`config.mk`:
```
export PLATFORM = sky130hd
export DESIGN_NAME = temp_result_reg
export DESIGN_NICKNAME = d
export VERILOG_FILES = /design/src/rtl/tsr_pkg.sv /design/src/rtl/tsr_trunc.sv /design/src/rtl/tsr_hold.sv /design/src/rtl/tsr_alarm_tap.sv /design/src/rtl/tsr_byte_mux.sv /design/src/rtl/temp_result_reg.sv
export SDC_FILE = /design/constraint.sdc
export NUM_CORES = 1
export LEC_CHECK = 0
export BUFFER_PORTS_ARGS = -buffer_cell sky130_fd_sc_hd__buf_2
export CAP_MARGIN = 10
export CORE_UTILIZATION = 45
export DETAILED_ROUTE_END_ITERATION = 6
export HOLD_SLACK_MARGIN = 0.05
export PLACE_DENSITY = 0.76
export SYNTH_ARGS = -nofsm -noshare
export SYNTH_HDL_FRONTEND = slang
export SYNTH_SLANG_ARGS = --single-unit
```
`constraint.sdc`:
```
create_clock -name clk -period 1.4 [get_ports clk]
set_input_delay 0.28 -clock clk [delete_from_list [all_inputs] [get_ports clk]]
set_output_delay 0.28 -clock clk [all_outputs]
set_load 0.005 [all_outputs]
```
`src/rtl/tsr_pkg.sv`:
```
package tsr_pkg;
  localparam int TSR_SAMPLE_W = 12;
  localparam int TSR_WORD_W   = 16;
  localparam int TSR_RES_W    = 2;
  localparam int TSR_MIN_BITS = 9;
endpackage

```
`src/rtl/tsr_trunc.sv`:
```
module tsr_trunc #(
  parameter int SAMPLE_W = tsr_pkg::TSR_SAMPLE_W,
  parameter int WORD_W   = tsr_pkg::TSR_WORD_W,
  parameter int RES_W    = tsr_pkg::TSR_RES_W,
  parameter int MIN_BITS = tsr_pkg::TSR_MIN_BITS
) (
  input  logic [SAMPLE_W-1:0] sample,
  input  logic [RES_W-1:0]    res_code,
  output logic [WORD_W-1:0]   word
);
  localparam int PAD = WORD_W - SAMPLE_W;

  // Bits at or above WORD_W - kept survive; kept = MIN_BITS + code.
  function automatic logic [WORD_W-1:0] keep_mask(input logic [RES_W-1:0] code);
    int kept;
    logic [WORD_W-1:0] m;
    kept = MIN_BITS + int'(code);
    for (int i = 0; i < WORD_W; i++) begin
      m[i] = (i >= WORD_W - kept);
    end
    return m;
  endfunction

  logic [WORD_W-1:0] aligned;
  assign aligned = {sample, {PAD{1'b0}}};
  assign word    = aligned & keep_mask(res_code);
endmodule

```
`src/rtl/tsr_hold.sv`:
```
module tsr_hold #(
  parameter int WORD_W = tsr_pkg::TSR_WORD_W
) (
  input  logic              clk,
  input  logic              rst_n,
  input  logic              conv_done,
  input  logic              rd_busy,
  input  logic [WORD_W-1:0] load_word,
  output logic [WORD_W-1:0] hold_q,
  output logic              load_en
);
  assign load_en = conv_done & ~rd_busy;

  always_ff @(posedge clk) begin
    if (!rst_n)       hold_q <= '0;
    else if (load_en) hold_q <= load_word;
  end


  load_takes_chk: assert property (@(posedge clk) disable iff (!rst_n)
    (conv_done && !rd_busy) |=> (hold_q == $past(load_word)));

  busy_masks_chk: assert property (@(posedge clk) disable iff (!rst_n)
    rd_busy |=> $stable(hold_q));

  idle_holds_chk: assert property (@(posedge clk) disable iff (!rst_n)
    !conv_done |=> $stable(hold_q));
endmodule

```
`src/rtl/tsr_alarm_tap.sv`:
```
module tsr_alarm_tap #(
  parameter int WORD_W = tsr_pkg::TSR_WORD_W
) (
  input  logic              clk,
  input  logic              rst_n,
  input  logic              conv_done,
  input  logic [WORD_W-1:0] sample_word,
  output logic              tap_valid,
  output logic [WORD_W-1:0] tap_word
);
  always_ff @(posedge clk) begin
    if (!rst_n) begin
      tap_valid <= 1'b0;
      tap_word  <= '0;
    end else begin
      tap_valid <= conv_done;
      if (conv_done) tap_word <= sample_word;
    end
  end


  tap_pulse_chk: assert property (@(posedge clk) disable iff (!rst_n)
    conv_done |=> tap_valid);

  tap_quiet_chk: assert property (@(posedge clk) disable iff (!rst_n)
    !conv_done |=> !tap_valid);
endmodule

```
`src/rtl/tsr_byte_mux.sv`:
```
module tsr_byte_mux #(
  parameter int WORD_W = tsr_pkg::TSR_WORD_W
) (
  input  logic [WORD_W-1:0]                 word,
  input  logic [$clog2(WORD_W/8)-1:0]       byte_sel,
  output logic [7:0]                        byte_out
);
  localparam int NBYTES = WORD_W / 8;
  localparam int SEL_W  = $clog2(NBYTES);

  logic [7:0] lanes [NBYTES];

  genvar g;
  generate
    for (g = 0; g < NBYTES; g++) begin : g_lane
      assign lanes[g] = word[8*g +: 8];
    end
  endgenerate

  // Select 0 is the most significant byte.
  always_comb begin
    byte_out = 8'h00;
    for (int k = 0; k < NBYTES; k++) begin
      if (SEL_W'(k) == byte_sel) byte_out = lanes[NBYTES-1-k];
    end
  end
endmodule

```
`src/rtl/temp_result_reg.sv`:
```
module temp_result_reg #(
  parameter int SAMPLE_W = tsr_pkg::TSR_SAMPLE_W,
  parameter int WORD_W   = tsr_pkg::TSR_WORD_W,
  parameter int RES_W    = tsr_pkg::TSR_RES_W,
  parameter int MIN_BITS = tsr_pkg::TSR_MIN_BITS
) (
  input  logic                clk,
  input  logic                rst_n,
  input  logic                conv_done,
  input  logic [SAMPLE_W-1:0] conv_sample,
  input  logic [RES_W-1:0]    res_sel,
  input  logic                rd_busy,
  input  logic                byte_sel,
  output logic [7:0]          rd_data,
  output logic                alarm_valid,
  output logic [WORD_W-1:0]   alarm_temp
);
  localparam int PAD = WORD_W - SAMPLE_W;

  logic [WORD_W-1:0] masked_word;
  logic [WORD_W-1:0] held_word;
  logic              load_en;

  tsr_trunc #(.SAMPLE_W(SAMPLE_W), .WORD_W(WORD_W), .RES_W(RES_W), .MIN_BITS(MIN_BITS))
    u_trunc (.sample(conv_sample), .res_code(res_sel), .word(masked_word));

  tsr_hold #(.WORD_W(WORD_W))
    u_hold (.clk(clk), .rst_n(rst_n), .conv_done(conv_done), .rd_busy(rd_busy),
            .load_word(masked_word), .hold_q(held_word), .load_en(load_en));

  tsr_alarm_tap #(.WORD_W(WORD_W))
    u_tap (.clk(clk), .rst_n(rst_n), .conv_done(conv_done), .sample_word(masked_word),
           .tap_valid(alarm_valid), .tap_word(alarm_temp));

  tsr_byte_mux #(.WORD_W(WORD_W))
    u_mux (.word(held_word), .byte_sel(byte_sel), .byte_out(rd_data));


  pad_zero_chk: assert property (@(posedge clk) disable iff (!rst_n)
    load_en |=> (held_word[PAD-1:0] == '0));

  sign_lands_chk: assert property (@(posedge clk) disable iff (!rst_n)
    load_en |=> (held_word[WORD_W-1] == $past(conv_sample[SAMPLE_W-1])));

  res_change_chk: assert property (@(posedge clk) disable iff (!rst_n)
    (!conv_done && (res_sel != $past(res_sel))) |=> $stable(held_word));
endmodule

```
==> metrics.yaml <==
layout:
  final_common_cell: "buf_2"
  regArea_um2: 500.5
  layout-drive-gt1-share_pct: 30.72
  multiInputGateArea_um2: 603.1
  diodes: 0
  layout.cells.most_common_list: "buf_2 (39), dfxtp_1 (25), nand2_1 (13)"
  synthToLayoutAreaGrowth_pct: 17.67
  final_cell_count_no_fill: 196
  final_core_utilization_pct: 56.52
  fin_nets: 192
  fillers: 253
timing:
  drv_slew: 0
  skew_ns: 0
  finalSetupTns_ns: 0
  period_minus_slack_ns: 1.328
  max_freq_mhz: 753.0
  whs_ns: 0.1991
  hold_viol: 0
  rsz0062_at_grt: "false"
  setup_viol: 0
  fin_crit_sh_pct: 94.85
critical_path:
  r2r_start: "u_tap.tap_word[11]"
  reg2regPathDepth: 2
  worstPathRequired_ns: 1.12
  crit_end: "rd_data[5]"
  cp_num_buf_inv: 1
  path_delay_family: "flip-flops"
  start_kind: "flip-flop"
  r2r_slack_ns: 0.76
  worstSetupPathDepth: 2
  crit_fanout: 2
  path_cells: "mux2_2 > buf_2"
  crit_path_max_incr_delay_ns: 0.34
  cp-end-kind: "output pin"
  path_class: "flip-flop to output pin"
  r2r-end: "u_tap.tap_word[11]"
  cp-startpoint: "u_hold.hold_q[5]"
  worstPathArrival_ns: 1.05
  crit_slowest_cell: "dfxtp_1"
pwr:
  p_comb_share_pct: 14.9
  p_sw_uw: 328.0
  power.share.switching_pct: 25.75
  clkPwrFrac_pct: 25.3
  power.density_nw_per_um2: 909.8
  p_leak_uw: 0.0006383
  p_seq_share_pct: 59.7
  power_uw: 1274
  p_int_uw: 945.9
  max-vdd-ir-drop_mv: 0.5123
global_routing:
  grt_pass1_wl_um: 3484
  grt_pass1_vias: 833
  grt_util_all_layers_pct: 16.60
  overflow: 0
  grt_max_degree: 24
  antenna_found_initial: 0
detailed_routing:
  drtIter0Drc: 9
  routed_wl_um: 2279
  firstDrtPassIters: 4
  postRouteAntennaNets: 0
  num_vias: 985
  drc: 0
  wl_per_cell_um: 11.63
  viasPerCell: 5.026
synth:
  synth_top_area_cell: "dfxtp_1"
  ys_seq_elements: 25
  ys_top_cells_by_area: "dfxtp_1 (42%), ha_1 (6.3%), a21boi_1 (5.7%)"
  syn_area_per_cell_um2: 9.083
  synth_top_area_share_pct: 42.06
  synth_area_um2: 1190
  synth_cells: 131
  synth.distinct_cells: 25
  yosysWarnings: 0
  synth-seq-area-share_pct: 42.06
clock_network:
  htreeDepth: 1
  clock_sinks: 25
  clkTransAtPathRegs_ns: 0.14
  clkLatencyLatePin_ns: 0.31
  clock_path_buffers: 2
  root_buffer: "clkbuf_4"
  numCtsBuffers: 3
  postCtsHoldBufs: 0
  cts_tree: "built"
  ctsResizeCount: 0
  postCtsSetupBuffers: 0
floorplan:
  io_pins: 44
  dieHeight_um: 53.42
  core_um2: 2477
  start_util_pct: 48.03
  die_area_um2: 2854
  fp-row-count: 18
  chipWidth_um: 53.42
place:
  hpwl_um: 1738
  portBuffers: 39
  dpl.cell_count: 192
  globalplace.congestion: 0.7434
flow_run:
  maxCapViolCount: 0
outcome:
  status: "finished clean"
worst_hold_path:
  hold_path.class: "input port to flip-flop"
## power by group through the flow
| stage | clock network (uW) | registers [uW] | logic, uW |
|---|---|---|---|
| after floorplan | 0 | 777 | 123 |
| after global placement | 0 | 775 | 185 |
| after detailed placement | 0 | 777 | 191 |
| after CTS | 336 | 762 | 192 |
| after global routing | 356 | 765 | 214 |
| final | 323 | 761 | 190 |
## how the worst min path moves through the flow
stage,startpoint,endpoint,slack [ns],cells after the start
global placement,u_hold.hold_q[9],u_hold.hold_q[9],0.43,2
CTS,conv_sample[10],u_tap.tap_word[14],0.19,3
detailed placement,u_hold.hold_q[8],u_hold.hold_q[8],0.44,2
floorplan,conv_sample[10],u_tap.tap_word[14],0.41,2
global route,conv_sample[10],u_tap.tap_word[14],0.20,3
finish,conv_sample[10],u_tap.tap_word[14],0.20,3
## cells in the mapped netlist
cell and count:
clkbuf_1 5, conb_1 1, clkinv_1 1, nand4_1 6, ha_1 6, o2111ai_1 1
nand2_1 13, nand2b_1 9, inv_1 2, a21boi_1 9, mux2i_1 4, nand3b_1 2
nor2b_1 9, nor3b_1 1, o21ai_0 1, mux2_2 4, and2b_4 1, o22ai_1 2
buf_4 4, o21ai_1 9, o211ai_1 1, nand3_1 10, dfxtp_1 25, buf_6 2
buf_2 3
## cells by family after synthesis
kind of cell	after synthesis	synth area share, %
AOI/OAI and AO/OA	23	12.30
and+or+nand+nor	51	23.66
adders and majority gates	6	6.309
buffers and inverters	17	8.202
DFF	25	42.06
other	1	0.3152
muxes	8	7.150
## worst register-to-register path, cell delays in order, from the launching register on
cell and delay (ns):
dfxtp_1 0.37, nand2b_1 0.06, a21boi_1 0.15
## routing by layer
layer  global-route usage, %  share of wire (%)  wire, um
met1                   20.45                 45      1025
met2                   30.21                 51      1154
met4                   3.947               0.48        11
met3                   1.724                3.8        87
met5                       0                  0         0
## metrics by stage
step	setup slack (ns)	instance area (um^2)
6_report	0.07205	1400
5_1_grt	0.02812	1400
4_1_cts	0.06278	1400
3_5_place_dp	0.02358	1370
3_3_place_gp	0.06602	1370
2_1_floorplan	0.2315	1201
## registers in the layout, summed over array words and instances (netlist names)
| name | flops |
|---|---|
| u_hold.hold_q | 12 |
| u_tap.tap_word | 12 |
| u_tap.tap_valid | 1 |
## layout make-up
| class | count | share of cell area [%] |
|---|---|---|
| Multi-Input combinational cell | 92 | 43.07 |
| Sequential cell | 25 | 35.75 |
| Tap cell | 30 | 2.681 |
| Clock inverter | 1 | 0.5362 |
| Timing Repair Buffer | 42 | 15.55 |
| Inverter | 3 | 0.8043 |
| Clock buffer | 3 | 1.609 |
Power figures use the tool's default switching activity.
